===== config.mk =====
export PLATFORM = sky130hd
export DESIGN_NAME = irq_ctrl
export DESIGN_NICKNAME = d
export VERILOG_FILES = /design/src/rtl/irq_ctrl_pkg.sv /design/src/rtl/irq_ctrl_regs.sv /design/src/rtl/irq_ctrl_route.sv /design/src/rtl/irq_ctrl.sv
export SDC_FILE = /design/constraint.sdc
export NUM_CORES = 1
export LEC_CHECK = 0
export ABC_AREA = 1
export BUFFER_PORTS_ARGS = -buffer_cell sky130_fd_sc_hd__buf_2
export CAP_MARGIN = 20
export CORE_MARGIN = 4
export CORE_UTILIZATION = 42
export CTS_BUF_LIST = sky130_fd_sc_hd__clkbuf_16
export DETAILED_ROUTE_END_ITERATION = 12
export GPL_ROUTABILITY_DRIVEN = 0
export PLACE_DENSITY = 0.62
export SETUP_SLACK_MARGIN = 0.02
export SYNTH_ARGS = -nofsm -noshare
export SYNTH_HDL_FRONTEND = slang
export SYNTH_SLANG_ARGS = --single-unit

===== constraint.sdc =====
create_clock -name clk_i -period 2.3 [get_ports clk_i]
set_clock_uncertainty 0.15 [all_clocks]
set_input_delay 0.345 -clock clk_i [delete_from_list [all_inputs] [get_ports clk_i]]
set_output_delay 0.345 -clock clk_i [all_outputs]
set_load 0.05 [all_outputs]

===== src/rtl/irq_ctrl_pkg.sv =====
package irq_ctrl_pkg;
  localparam int DATA_W   = 32;
  localparam int ADDR_W   = 8;
  localparam int N_OUT    = 2;
  localparam int GATE_BIT = DATA_W - 1;

  localparam logic [ADDR_W-1:0] OFS_STAT0 = 8'h00;
  localparam logic [ADDR_W-1:0] OFS_STAT1 = 8'h04;
  localparam logic [ADDR_W-1:0] OFS_ROUTE = 8'h20;
  localparam logic [ADDR_W-1:0] OFS_RAW   = 8'h30;
  localparam logic [ADDR_W-1:0] OFS_ENSET = 8'h34;
  localparam logic [ADDR_W-1:0] OFS_ENCLR = 8'h38;

  typedef enum logic [2:0] {
    SEL_STAT0, SEL_STAT1, SEL_ROUTE, SEL_RAW, SEL_ENSET, SEL_ENCLR, SEL_NONE
  } reg_sel_e;

  function automatic reg_sel_e decode(input logic [ADDR_W-1:0] a);
    case (a)
      OFS_STAT0: return SEL_STAT0;
      OFS_STAT1: return SEL_STAT1;
      OFS_ROUTE: return SEL_ROUTE;
      OFS_RAW:   return SEL_RAW;
      OFS_ENSET: return SEL_ENSET;
      OFS_ENCLR: return SEL_ENCLR;
      default:   return SEL_NONE;
    endcase
  endfunction
endpackage


===== src/rtl/irq_ctrl_regs.sv =====
module irq_ctrl_regs
  import irq_ctrl_pkg::*;
#(
  parameter int W = DATA_W
) (
  input  logic         clk_i,
  input  logic         rst_ni,
  input  logic         we_i,
  input  reg_sel_e     sel_i,
  input  logic [W-1:0] wdata_i,
  output logic [W-1:0] en_o,
  output logic [W-1:0] route_o
);
  logic [W-1:0] en_q, route_q;

  always_ff @(posedge clk_i or negedge rst_ni) begin
    if (!rst_ni) begin
      en_q    <= '0;
      route_q <= '0;
    end else if (we_i) begin
      case (sel_i)
        SEL_ENSET: en_q    <= en_q | wdata_i;
        SEL_ENCLR: en_q    <= en_q & ~wdata_i;
        SEL_ROUTE: route_q <= wdata_i;
        default: ;
      endcase
    end
  end

  assign en_o    = en_q;
  assign route_o = route_q;


  enset_chk: assert property (@(posedge clk_i) disable iff (!rst_ni)
    (we_i && sel_i == SEL_ENSET) |=>
      ((en_q & $past(wdata_i)) == $past(wdata_i)) &&
      ((en_q & ~$past(wdata_i)) == ($past(en_q) & ~$past(wdata_i))));


  enclr_chk: assert property (@(posedge clk_i) disable iff (!rst_ni)
    (we_i && sel_i == SEL_ENCLR) |=>
      ((en_q & $past(wdata_i)) == '0) &&
      ((en_q & ~$past(wdata_i)) == ($past(en_q) & ~$past(wdata_i))));


  nowrite_chk: assert property (@(posedge clk_i) disable iff (!rst_ni)
    (!we_i || sel_i inside {SEL_STAT0, SEL_STAT1, SEL_RAW, SEL_NONE}) |=>
      $stable(en_q) && $stable(route_q));
endmodule


===== src/rtl/irq_ctrl_route.sv =====
module irq_ctrl_route
  import irq_ctrl_pkg::*;
#(
  parameter int W    = DATA_W,
  parameter int NOUT = N_OUT,
  parameter int GATE = GATE_BIT
) (
  input  logic         clk_i,
  input  logic         rst_ni,
  input  logic [W-1:0] src_i,
  input  logic [W-1:0] en_i,
  input  logic [W-1:0] route_i,
  output logic [W-1:0] status_o [NOUT],
  output logic [NOUT-1:0] irq_o
);
  for (genvar k = 0; k < NOUT; k++) begin : g_out
    logic [W-1:0] pick;
    assign pick        = (k == 0) ? ~route_i : route_i;
    assign status_o[k] = src_i & en_i & pick;
    assign irq_o[k]    = en_i[GATE] & (|status_o[k]);
  end


  dual_chk: assert property (@(posedge clk_i) disable iff (!rst_ni)
    (irq_o[0] && irq_o[1]) |-> ((src_i & en_i) != '0) && (route_i != '0) && (route_i != '1));
endmodule


===== src/rtl/irq_ctrl.sv =====
module irq_ctrl
  import irq_ctrl_pkg::*;
(
  input  logic              clk_i,
  input  logic              rst_ni,
  input  logic [DATA_W-1:0] src_i,
  input  logic              we_i,
  input  logic [ADDR_W-1:0] addr_i,
  input  logic [DATA_W-1:0] wdata_i,
  output logic [DATA_W-1:0] rdata_o,
  output logic [N_OUT-1:0]  irq_o
);
  reg_sel_e          sel;
  logic [DATA_W-1:0] en, route;
  logic [DATA_W-1:0] status [N_OUT];

  assign sel = decode(addr_i);

  irq_ctrl_regs #(.W(DATA_W)) u_regs (
    .clk_i, .rst_ni, .we_i, .sel_i(sel), .wdata_i,
    .en_o(en), .route_o(route)
  );

  irq_ctrl_route #(.W(DATA_W), .NOUT(N_OUT), .GATE(GATE_BIT)) u_route (
    .clk_i, .rst_ni, .src_i, .en_i(en), .route_i(route),
    .status_o(status), .irq_o
  );

  always_comb begin
    case (sel)
      SEL_STAT0: rdata_o = status[0];
      SEL_STAT1: rdata_o = status[1];
      SEL_ROUTE: rdata_o = route;
      SEL_RAW:   rdata_o = src_i;
      SEL_ENSET: rdata_o = en;
      default:   rdata_o = '0;
    endcase
  end


  gate_chk: assert property (@(posedge clk_i) disable iff (!rst_ni)
    !en[GATE_BIT] |-> irq_o == '0);


  raw_chk: assert property (@(posedge clk_i) disable iff (!rst_ni)
    (sel == SEL_RAW) |-> rdata_o == src_i);
endmodule


=== Word-level counts from Yosys, hierarchy flattened ===
Index checks and enable logic that the tools add are counted.

* Logic and storage cells: 31
* Output and inout bits: 34
* Bits in registers: 64

* Bitwise operators: 9
* Equal/unequal tests: 10
* Multiplexer cells: 3
* Reductions and logical operators: 7

{| class="wikitable"
|+ Operators by type and width
! cell !! count
|-
| $pmux 32 s5 || 1
|-
| $and 32x32->32 || 4
|-
| $not 32->32 || 2
|-
| $pmux 32 s2 || 1
|-
| $reduce_or 32->1 || 2
|-
| $eq 8x6->1 const B || 4
|-
| $or 32x32->32 || 1
|-
| $pmux 3 s6 || 1
|-
| $eq 8x3->1 const B || 1
|-
| $logic_not 8->1 || 1
|-
| $eq 3x2->1 const B || 2
|-
| $eq 3x3->1 const B || 2
|-
| $reduce_and 2->1 || 2
|-
| $eq 3x1->1 const B || 1
|-
| $logic_not 3->1 || 1
|-
| $and 1x1->1 || 2
|-
| $reduce_bool 2->1 || 1
|}

=== Depth between registers and ports, before layout ===
* Depth after elaboration: 5
* Depth in mapped cells: 10

=== Hierarchy ===
A second synthesis with hierarchy kept.

* Cell total of the unflattened synthesis: 847
* Area total of the unflattened synthesis: 5437.7 um^2

{| class="wikitable"
|+ By module, submodules not included
! module !! area an instance (um^2) !! cells each !! times used !! sequential area each (um^2)
|-
| irq_ctrl_regs || 2849.0 || 322 || 1 || 1601.5
|-
| irq_ctrl || 1690.4 || 319 || 1 || 0.0
|-
| irq_ctrl_route || 898.4 || 206 || 1 || 0.0
|}

=== Worst setup path after synthesis ===
OpenSTA, ideal clock, no wires.

* Kind: in2out
* Start: in addr_i[4]
* End: out rdata_o[15]
* Data arrival time: 2.009 ns
* Required time: 1.805 ns
* Path slack: -0.204 ns
* Stages on the path: 7
* Cells stage by stage: nand2_1 > inv_1 > nand2_1 > nor2_1 > nor2_2 > nand4_1 > o21ai_0

* Cells in the longest elaborated chain, start to end: 4
* Elaborated cells on any way between the ends: 13

{| class="wikitable"
|+ RTL lines
! what !! line !! text
|-
| start: declaration || irq_ctrl.sv:8 || <nowiki>input logic [ADDR_W-1:0] addr_i,</nowiki>
|-
| $eq 8x6->1 (tied with other cells) || irq_ctrl_pkg.sv:19 || <nowiki>case (a)</nowiki>
|-
| $pmux 3 s6 * || irq_ctrl_pkg.sv:19 ||
|-
| $eq 3x3->1 (tied with other cells) || irq_ctrl.sv:30 || <nowiki>case (sel)</nowiki>
|-
| $pmux 32 s5 * || irq_ctrl.sv:30 ||
|-
| end: declaration || irq_ctrl.sv:10 || <nowiki>output logic [DATA_W-1:0] rdata_o,</nowiki>
|}

Every way passes the cells marked *; elsewhere a longest branch is shown, timed or not.

=== Final worst setup path ===
* Start: in addr_i[1]
* End: out rdata_o[11]

Same word-level chain as after synthesis.

==> run summary <==
FLOORPLAN
--------------------------------------------------------------------------------
Die outline width                                                       116.4 um
Placeable core region                                                11470 sq um
Initial cell density of the core                                          43.02%
Number of I/O pins                                                           109
# rows                                                                        39
Overall die height                                                      116.4 um
Area of the die                                                      13540 sq um

SYNTHESIS
--------------------------------------------------------------------------------
Cell count after synthesis                                                   726
Sequential cell area fraction in the yosys report                         32.46%
Syn nets                                                                     801
Synthesized cell area                                                 4933 sq um
Total number of yosys warnings                                                 0
Synthesis-stage register bit count                                            64
Avg Cell Area, Syn                                                   6.795 sq um
Synth unique cells                                                            27

GLOBAL ROUTING
--------------------------------------------------------------------------------
Number of antenna violations at the first check in global routing              0
Largest net degree at the start of global routing                             65
Combined global-route utilization of all metal layers                     25.83%
Global-route congestion overflow total                                         0
Number of global-route vias before repair                                   5448
First-pass GRT wire length                                              27260 um

WORST SETUP PATH
--------------------------------------------------------------------------------
Startpoint type of the worst setup path                               input port
Required time of the critical path                                       1.80 ns
Maximum fanout encountered on the critical timing path                        13
R2R depth                                                                      2
Register-to-register setup slack                                         1.38 ns
CP arrival                                                               1.73 ns
CP endpoint kind                                                     output port
Kind of critical path                                               input port to output port

STA
--------------------------------------------------------------------------------
Highest Clock Rate                                                     450.3 MHz
Final-report setup violation count                                             0
Number of hold violations in the final report                                  0
Actual slew at the worst max-slew pin                                  0.4556 ns
Count of final max-slew check failures                                         0
Share of the clock period used by the worst path after layout             96.56%
Relative slew margins                                                     69.63%
RSZ-0062 raised after global routing                                         yes
Post-layout minimum cycle time                                          2.221 ns

POWER
--------------------------------------------------------------------------------
Overall power                                                           3.307 mW
Largest voltage drop on the vdd net                                  0.0002949 V
LEAKAGE                                                                 3.153 nW
Power per cell area                                                 518.5 nW/um^2

ROUTING
--------------------------------------------------------------------------------
Post-route DRC                                                                 0
Vias per std cell                                                          5.772
Iteration-0 DRC count of the detailed router                                 445
Number of vias after detailed routing                                       5732
Detailed-route wire length per cell                                     17.44 um
First-pass DRT Iterations                                                      5
Total Wirelength                                                        17320 um
Antenna-violating nets left                                                    0

CLOCK NETWORK
--------------------------------------------------------------------------------
Clock tree from TritonCTS                                                  built
Clock buffer depth                                                             2
H-tree levels                                                                  3
CTS root buf                                                           clkbuf_16
Insertion delay of the later-clocked pin in the worst-skew pair          0.33 ns
Number of clock sinks seen by CTS                                             64
TritonCTS Buffers                                                              9
Clk pin slew, worst setup/hold paths                                     0.06 ns

LAYOUT
--------------------------------------------------------------------------------
Growth of design area from synthesis to finish                            29.27%
Count of antenna diodes in the layout                                          0
Final Instance Area                                                   6377 sq um
Share of layout cells above drive strength 1                              27.41%
Finished Core Util                                                        55.61%
Final Instance Count excl. Fillers                                           993
Nets@finish                                                                  920

PLACEMENT
--------------------------------------------------------------------------------
I/O Buffers                                                                  108
Number of instances in the placed design                                     975
Final HPWL DP                                                           12090 um
Post-DP Area                                                          5794 sq um

OUTCOME
--------------------------------------------------------------------------------
Status                                                              complete, no violations

FLOW RUN
--------------------------------------------------------------------------------
Number of violations of the max-capacitance limit                              0

WORST HOLD PATH
--------------------------------------------------------------------------------
Hold Crit Depth                                                                3
Hold Crit Class                                                     input port to flip-flop
Worst Hold Launch                                                    wdata_i[12]

placed cells by master (no fill, tap or decap):
cell,n
buf_8,1
o21ai_1,31
nand3_2,1
nand4_1,130
o21ai_2,32
nand2_4,3
nor2_4,8
buf_2,73
clkbuf_16,10
nand2_2,8
bufinv_16,2
dlygate4sd3_1,1
clkbuf_4,6
o22ai_1,1
nor2_1,63
buf_12,7
clkinv_2,1
inv_1,89
nand3_4,1
inv_4,1
or2_0,1
o21ai_0,3
or2_1,9
clkinvlp_4,2
nand3b_1,5
a21oi_2,2
inv_2,2
buf_6,16
nor3_2,2
nand3_1,76
clkinv_1,1
nand2_1,143
dfrtp_1,64
nor2_2,4
buf_4,42
or2_2,9
Yosys cell counts:
master	number	area share, %
a21oi_1	2	0.20
buf_1	3	0.23
buf_2	20	2.0
buf_4	2	0.30
buf_6	6	1.4
clkbuf_1	8	0.61
dfrtp_1	64	32
inv_1	88	6.7
inv_2	3	0.23
nand2_1	148	11
nand2_2	5	0.63
nand2_4	1	0.23
nand3_1	77	7.8
nand3_4	1	0.36
nand3b_1	5	0.76
nand4_1	130	16
nor2_1	68	5.2
nor2_2	3	0.38
nor2_4	4	0.91
nor3_1	2	0.20
o21ai_0	4	0.41
o21ai_1	30	3.0
o21ai_2	32	5.7
o22ai_1	1	0.13
or2_0	1	0.13
or2_1	9	1.1
or2_2	9	1.1
report_power, final:
part / leakage (nW) / switching [mW] / internal (mW)
clock: 0.150 / 0.520 / 0.938
combinational: 2.14 / 0.331 / 0.186
sequential: 0.863 / 0.107 / 1.22
total: 3.15 / 0.959 / 2.35
critical path: stages:
cell and delay [ns]:
buf_2 0.12, nor2_4 0.14, nand2_2 0.10, nor2_4 0.21
nand3_4 0.16, inv_4 0.21, nand2_1 0.08, nand4_1 0.12
clkbuf_4 0.24
worst max-delay path by stage:
stage,from,endpoint,slack (ns),depth (start not counted)
2_1_floorplan,addr_i[4],rdata_o[15],0.17,7
3_3_place_gp,addr_i[5],rdata_o[9],0.009,11
3_5_place_dp,addr_i[3],rdata_o[31],-0.01,12
4_1_cts,addr_i[1],rdata_o[11],-0.004,9
5_1_grt,addr_i[1],rdata_o[17],-0.03,11
6_report,addr_i[1],rdata_o[11],0.08,9
routing by layer:
metal	vias up	wire length (um)	track usage, %
met5	-	0	0
met4	0	427	10.60
met3	33	1216	3.679
met2	262	8431	43.71
met1	2703	7246	33.16
li1	2734	-	-
repair_timing:
item | in CTS | in global routing
endpoints found under the hold margin | 64 | 0
hold buffers | 1 | 0
pin swaps | 0 | 8
endpoints found under the setup margin | 31 | 34
resized for setup | 22 | 59
cloned | 0 | 1
buffers inserted | 0 | 0
kinds of logic after synthesis:
| logic type | Yosys count | synth area share [%] |
|---|---|---|
| AO/OA/AOI/OAI | 69 | 9.460 |
| flip-flops | 64 | 32.46 |
| AND/OR/NAND/NOR | 463 | 46.61 |
| buffers and inverters | 130 | 11.46 |
stage by stage:
stage	setup WS, ns	TNS (ns)	hold slack (ns)
floorplan	0.1684	0	-0.1006
global placement	0.008639	0	0.2428
detailed placement	-0.01086	-0.03371	0.2462
CTS	-0.004112	-0.008922	0.1107
global route	-0.02938	-0.2303	0.1207
finish	0.07905	0	0.1133
cell type report:
type                       instances  area [sq um]
timing repair buffer             147          1096
tap                              143         178.9
multi-input combinational        532          2844
clock buffer                       9         225.2
clock inverter                     7         87.58
fill                            1120          5090
sequential                        64          1602
inverter                          91         344.1
Note: power is estimated with default switching activity, not from simulation.
